==> src/rtl/gpio_pkg.sv <==
package gpio_pkg;

    // Register group, taken from the upper bits of the word address
    typedef enum logic [3:0] {
        GRP_LEVEL   = 4'd0,
        GRP_DIR     = 4'd1,
        GRP_SET     = 4'd2,
        GRP_CLR     = 4'd3,
        GRP_RISE    = 4'd4,
        GRP_FALL    = 4'd5,
        GRP_STAT    = 4'd6,
        GRP_FUNC_LO = 4'd8,
        GRP_FUNC_HI = 4'd9
    } reg_grp_e;

    typedef struct packed {
        reg_grp_e   grp;
        logic [1:0] bank;
    } reg_addr_t;

    function automatic int ceil_div(input int num, input int den);
        return (num + den - 1) / den;
    endfunction

    function automatic int slice_width(input int total, input int lo, input int w);
        return (total - lo < w) ? (total - lo) : w;
    endfunction

endpackage

==> src/rtl/gpio_in_sync.sv <==
module gpio_in_sync #(
    parameter int W = 85
) (
    input  logic         clk,
    input  logic         rst,
    input  logic [W-1:0] pin_in,
    output logic [W-1:0] lvl,
    output logic [W-1:0] lvl_d
);
    logic [W-1:0] meta_q;

    always_ff @(posedge clk) begin
        if (rst) begin
            meta_q <= '0;
            lvl    <= '0;
            lvl_d  <= '0;
        end else begin
            meta_q <= pin_in;
            lvl    <= meta_q;
            lvl_d  <= lvl;
        end
    end
endmodule

==> src/rtl/gpio_edge_status.sv <==
module gpio_edge_status #(
    parameter int W = 85
) (
    input  logic         clk,
    input  logic         rst,
    input  logic [W-1:0] lvl,
    input  logic [W-1:0] lvl_d,
    input  logic [W-1:0] rise_en,
    input  logic [W-1:0] fall_en,
    input  logic [W-1:0] clr_mask,
    output logic [W-1:0] status
);
    logic [W-1:0] hit;

    // A new edge takes priority over a clear in the same cycle
    assign hit = (rise_en & lvl & ~lvl_d) | (fall_en & ~lvl & lvl_d);

    always_ff @(posedge clk) begin
        if (rst) status <= '0;
        else     status <= (status & ~clr_mask) | hit;
    end
endmodule

==> src/rtl/gpio_irq_route.sv <==
module gpio_irq_route #(
    parameter int W = 85
) (
    input  logic         clk,
    input  logic         rst,
    input  logic [W-1:0] status,
    output logic         irq_pin0,
    output logic         irq_pin1,
    output logic         irq_shared
);
    always_ff @(posedge clk) begin
        if (rst) begin
            irq_pin0   <= 1'b0;
            irq_pin1   <= 1'b0;
            irq_shared <= 1'b0;
        end else begin
            irq_pin0   <= status[0];
            irq_pin1   <= status[1];
            irq_shared <= |status[W-1:2];
        end
    end
endmodule

==> src/rtl/gpio_ctrl.sv <==
module gpio_ctrl #(
    parameter int NUM_PINS = 85,
    parameter int BANK_W   = 32,
    parameter int FN_W     = 2
) (
    input  logic                     clk,
    input  logic                     rst,
    input  logic                     bus_we,
    input  logic [5:0]               bus_addr,
    input  logic [BANK_W-1:0]        bus_wdata,
    output logic [BANK_W-1:0]        bus_rdata,
    input  logic [NUM_PINS-1:0]      pin_in,
    output logic [NUM_PINS-1:0]      pin_out,
    output logic [NUM_PINS-1:0]      pin_oe,
    output logic [NUM_PINS*FN_W-1:0] pin_func,
    output logic                     irq_pin0,
    output logic                     irq_pin1,
    output logic                     irq_shared
);
    import gpio_pkg::*;

    localparam int NB     = ceil_div(NUM_PINS, BANK_W);
    localparam int FN_TOT = NUM_PINS * FN_W;
    localparam int NF     = ceil_div(FN_TOT, BANK_W);

    reg_addr_t ra;
    logic      is_func;
    logic [2:0] fidx;

    assign ra      = bus_addr;
    assign is_func = (ra.grp == GRP_FUNC_LO) || (ra.grp == GRP_FUNC_HI);
    assign fidx    = {ra.grp == GRP_FUNC_HI, ra.bank};

    logic [NUM_PINS-1:0] dir_q, latch_q, rise_q, fall_q;
    logic [NUM_PINS-1:0] lvl, lvl_d, status_q, clr_mask;
    logic [FN_TOT-1:0]   func_q;

    logic [NB-1:0][BANK_W-1:0] bank_rd;
    logic [NF-1:0][BANK_W-1:0] fn_rd;
    logic [BANK_W-1:0]         rd_next;

    gpio_in_sync #(.W(NUM_PINS)) u_sync (
        .clk(clk), .rst(rst), .pin_in(pin_in), .lvl(lvl), .lvl_d(lvl_d)
    );

    gpio_edge_status #(.W(NUM_PINS)) u_edge (
        .clk(clk), .rst(rst), .lvl(lvl), .lvl_d(lvl_d),
        .rise_en(rise_q), .fall_en(fall_q), .clr_mask(clr_mask),
        .status(status_q)
    );

    gpio_irq_route #(.W(NUM_PINS)) u_irq (
        .clk(clk), .rst(rst), .status(status_q),
        .irq_pin0(irq_pin0), .irq_pin1(irq_pin1), .irq_shared(irq_shared)
    );

    // Per-bank pin registers; the last bank may be narrower than the bus
    for (genvar b = 0; b < NB; b++) begin : g_bank
        localparam int LO = b * BANK_W;
        localparam int BW = slice_width(NUM_PINS, LO, BANK_W);

        logic          hit;
        logic [BW-1:0] wd;
        logic [BANK_W-1:0] rd_b;

        assign hit = bus_we && !is_func && (ra.bank == 2'(b));
        assign wd  = bus_wdata[BW-1:0];

        always_ff @(posedge clk) begin
            if (rst) begin
                dir_q[LO+:BW]   <= '0;
                latch_q[LO+:BW] <= '0;
                rise_q[LO+:BW]  <= '0;
                fall_q[LO+:BW]  <= '0;
            end else if (hit) begin
                case (ra.grp)
                    GRP_DIR:  dir_q[LO+:BW]   <= wd;
                    GRP_SET:  latch_q[LO+:BW] <= latch_q[LO+:BW] | wd;
                    GRP_CLR:  latch_q[LO+:BW] <= latch_q[LO+:BW] & ~wd;
                    GRP_RISE: rise_q[LO+:BW]  <= wd;
                    GRP_FALL: fall_q[LO+:BW]  <= wd;
                    default:  ;
                endcase
            end
        end

        assign clr_mask[LO+:BW] = (hit && ra.grp == GRP_STAT) ? wd : '0;

        always_comb begin
            rd_b = '0;
            case (ra.grp)
                GRP_LEVEL: rd_b[BW-1:0] = lvl[LO+:BW];
                GRP_DIR:   rd_b[BW-1:0] = dir_q[LO+:BW];
                GRP_RISE:  rd_b[BW-1:0] = rise_q[LO+:BW];
                GRP_FALL:  rd_b[BW-1:0] = fall_q[LO+:BW];
                GRP_STAT:  rd_b[BW-1:0] = status_q[LO+:BW];
                default:   rd_b = '0;
            endcase
        end

        assign bank_rd[b] = rd_b;
    end

    // Function selector registers, FN_W bits per pin
    for (genvar f = 0; f < NF; f++) begin : g_func
        localparam int FLO = f * BANK_W;
        localparam int FBW = slice_width(FN_TOT, FLO, BANK_W);

        logic [BANK_W-1:0] rd_f;

        always_ff @(posedge clk) begin
            if (rst)
                func_q[FLO+:FBW] <= '0;
            else if (bus_we && is_func && fidx == 3'(f))
                func_q[FLO+:FBW] <= bus_wdata[FBW-1:0];
        end

        always_comb begin
            rd_f = '0;
            rd_f[FBW-1:0] = func_q[FLO+:FBW];
        end

        assign fn_rd[f] = rd_f;
    end

    always_comb begin
        rd_next = '0;
        if (is_func) begin
            for (int f = 0; f < NF; f++)
                if (fidx == 3'(f)) rd_next = fn_rd[f];
        end else begin
            for (int b = 0; b < NB; b++)
                if (ra.bank == 2'(b)) rd_next = bank_rd[b];
        end
    end

    always_ff @(posedge clk) begin
        if (rst) bus_rdata <= '0;
        else     bus_rdata <= rd_next;
    end

    assign pin_out  = latch_q;
    assign pin_oe   = dir_q;
    assign pin_func = func_q;

endmodule

==> config.mk <==
export PLATFORM = sky130hd
export DESIGN_NAME = gpio_ctrl
export DESIGN_NICKNAME = d
export VERILOG_FILES = /design/src/rtl/gpio_pkg.sv /design/src/rtl/gpio_in_sync.sv /design/src/rtl/gpio_edge_status.sv /design/src/rtl/gpio_irq_route.sv /design/src/rtl/gpio_ctrl.sv
export SDC_FILE = /design/constraint.sdc
export NUM_CORES = 2
export LEC_CHECK = 0
export ABC_CLOCK_PERIOD_IN_PS = 1900
export BUFFER_PORTS_ARGS = -buffer_cell sky130_fd_sc_hd__buf_2
export CORE_ASPECT_RATIO = 0.8
export CORE_UTILIZATION = 38
export DETAILED_ROUTE_END_ITERATION = 6
export MAX_ROUTING_LAYER = met4
export PLACE_DENSITY = 0.62
export SLEW_MARGIN = 20
export SYNTH_ARGS = -nofsm -noshare
export SYNTH_HDL_FRONTEND = slang
export SYNTH_SLANG_ARGS = --single-unit
==> constraint.sdc <==
create_clock -name clk -period 1.9 [get_ports clk]
set_input_delay 0.285 -clock clk [delete_from_list [all_inputs] [get_ports clk]]
set_output_delay 0.285 -clock clk [all_outputs]
set_load 0.03 [all_outputs]
==> results.toml <==
[setup_path]
ff2ff_path_depth = 4
cp.required_ns = 1.62
rrSetupSlack_ns = 0.11
crit_chain = "buf_2"
crit_fanout = 1
reg2reg_from = "u_sync.lvl[78]"
path_buf_inv = 1
cpMaxStageDelayCell = "dfxtp_1"
max_stage_delay_ns = 0.56
crit_path_end_kind = "primary output"
r2r-end = "bus_rdata[14]"
worstSetupPathType = "reg2out"
arrival_ns = 1.52
critical_path.top_delay_family = "flip-flops"
start_kind = "flip-flop"

[power_and_ir_drop]
p_per_area_nw_per_um2 = 889
ir_drop_v = 0.000634
total_leakage_power_nw = 17.4

[yosys]
synth-edff-count = 0
synthAdderAreaFrac_pct = 0
synth-simple-area-share_pct = 21.0
yosysWarnings = 0
synth.distinct_cells = 72
synthCells = 4130
yosysMostFrequentCell = "nand2_1"
synth-xor-area-share_pct = 0
synth-compound-area-share_pct = 18.0
synthMuxAreaShare_pct = 6.11
ys.flop_type = "dfxtp_1"
yosysTopAreaCell = "dfxtp_1"
synthTopCellsByArea = "dfxtp_1, nand2_1, a21oi_1"
synth_top_area_share_pct = 50.2
synth_top_family_by_area = "simple AND/OR/NAND/NOR gates"
syn-cell-area_um2 = 35300
ys_seq_elements = 885
syn_area_per_cell_um2 = 8.55
async_reset_ff_share_pct = 0
synth_nets = 4256
yosysSeqAreaShare_pct = 50.2
synthTopCellsByCount = "nand2_1, dfxtp_1, a21oi_1"

[global_route]
overflow = 0
grtUsageTotal_pct = 31.3
grt_pass1_vias = 30800
antenna_found_initial = 6
grt_first_pass_wirelength_um = 213000
grt_max_degree = 91

[clocking]
ctsRootBufferMaster = "clkbuf_16"
htree_num_levels = 3
clk_pin_slew_ns = 0.06
clk_latency_ns = 0.67
cts_made_buffers = 91
cts.sinks = 885
cts_tree = "done"
post_cts_buffers = 0
clockBufferDepth = 3

[die]
die_h_um = 275
die_area_um2 = 94100
die_w_um = 343
rows = 99
core_um2 = 91500
start_util_pct = 38.6
ioPinCount = 501

[timing]
max_slew.worst_pin.slew_ns = 0.984
final-hold-violation-count = 0
timing.final.crit_share_pct = 94.9
setup_viol = 0
tns_ns = 0
final_max_slew_viol_count = 0
rsz0062_at_grt = "no"
fin_crit_ns = 1.80
final.setup_skew_ns = 0.0376
relSlewSlack_pct = 34.3
max_clock_freq_mhz = 554

[detailed_routing]
vias = 34000
via_per_inst = 5.59
first_iter_violations = 3982
ant_nets = 0
wl_per_cell_um = 24.5
drc = 95
wirelength_um = 149000
first_pass_iters = 7

[worst_hold_path]
hp-start = "bus_wdata[26]"
min_to = "g_func[1].rd_f[26]"
worstHoldPathCells = 3
hp-class = "in2reg"

[placed_design]
postPlaceCellArea_um2 = 41500
hpwl_um = 106000
numPortBuffers = 500
place_congestion = 1.00

[layout]
drive_above_1_share_pct = 21.8
final_nets = 4931
syn_to_final_growth_pct = 28.6
design_area_um2 = 45400

[job]
cap_violations = 0

[status]
violations = "DRC"
status = "finished, violations left"
-- where the power goes --
group / total, mW / internal, mW / switching (mW)
sequential: 19.1 / 18.8 / 0.218
clock: 18.4 / 10.7 / 7.70
combinational: 2.91 / 1.08 / 1.83
-- how the worst max path moves through the flow --
stage                         startpoint            end  slack (ns)  cells after the start
after CTS                 u_sync.lvl[77]  bus_rdata[13]        0.04                      4
after floorplan              bus_addr[2]  bus_rdata[20]        0.03                      9
final                       bus_rdata[8]   bus_rdata[8]         0.1                      1
after detailed placement     bus_addr[3]  bus_rdata[14]       -0.58                      9
after global routing      u_sync.lvl[78]  bus_rdata[14]        0.03                      4
after global placement       bus_addr[3]  bus_rdata[14]       -0.60                      9
-- stage by stage --
stage               std cells  total power, mW  utilization, %  setup WS, ns  hold WS [ns]
finish                   6087             40.3            49.6        0.0964        0.0763
global route             6085             41.5            49.6        0.0349        0.0632
CTS                      6084             40.5            49.6        0.0399        0.0325
detailed placement       5836             22.2            45.3        -0.584         0.423
global placement         5836             22.1            45.3        -0.596         0.422
floorplan                4130             20.7               -        0.0286         0.413
-- what timing repair did --
action / CTS / global route
setup endpoints to repair: 1 / 3
hold buffers: 88 / 0
pin swaps: 0 / 0
endpoints found under the hold margin: 91 / 0
gates resized for setup: 1 / 3
-- cell type report --
class | count | area, um2
Fill cell | 8640 | 46100
Sequential cell | 885 | 17700
Multi-Input combinational cell | 2868 | 16000
Timing Repair Buffer | 953 | 7090
Clock buffer | 132 | 2630
Tap cell | 1212 | 1520
Clock inverter | 28 | 375
Inverter | 6 | 22.5
Antenna cell | 3 | 7.51
-- sequential cells by signal, summed over array words and instances, names as in the netlist, named ones only --
register / flops
pin_func: 10
fall_q: 85
pin_oe: 85
bus_rdata: 32
g_func.rd_f: 160
rise_q: 85
u_sync.meta_q: 85
u_sync.lvl_d: 85
u_edge.status: 85
u_irq.irq_pin1: 1
u_sync.lvl: 85
u_irq.irq_shared: 1
u_irq.irq_pin0: 1
-- layout by cell type, fill, tap and decap left out, types with 92 or more instances in the layout --
master	n
mux2i_1	158
a21oi_1	620
clkbuf_16	92
dfxtp_1	885
nor2_1	149
buf_2	495
o21ai_0	111
nand2_1	989
buf_4	293
nor2b_1	264
-- per-layer routing --
layer | vias to the layer above | track usage (%) | share of wire [%]
met2 | 1824 | 45.8 | 43
met5 | - | - | 0
met4 | 0 | 9.87 | 3.3
met3 | 259 | 6.10 | 10
li1 | 15600 | - | -
met1 | 16400 | 43.2 | 43
-- kinds of logic after synthesis --
logic type,Yosys count
flip-flops,885
AO/OA/AOI/OAI,1077
AND/OR/NAND/NOR,1601
multiplexers,190
buffers and inverters,377
(Power assumes the default switching activity.)
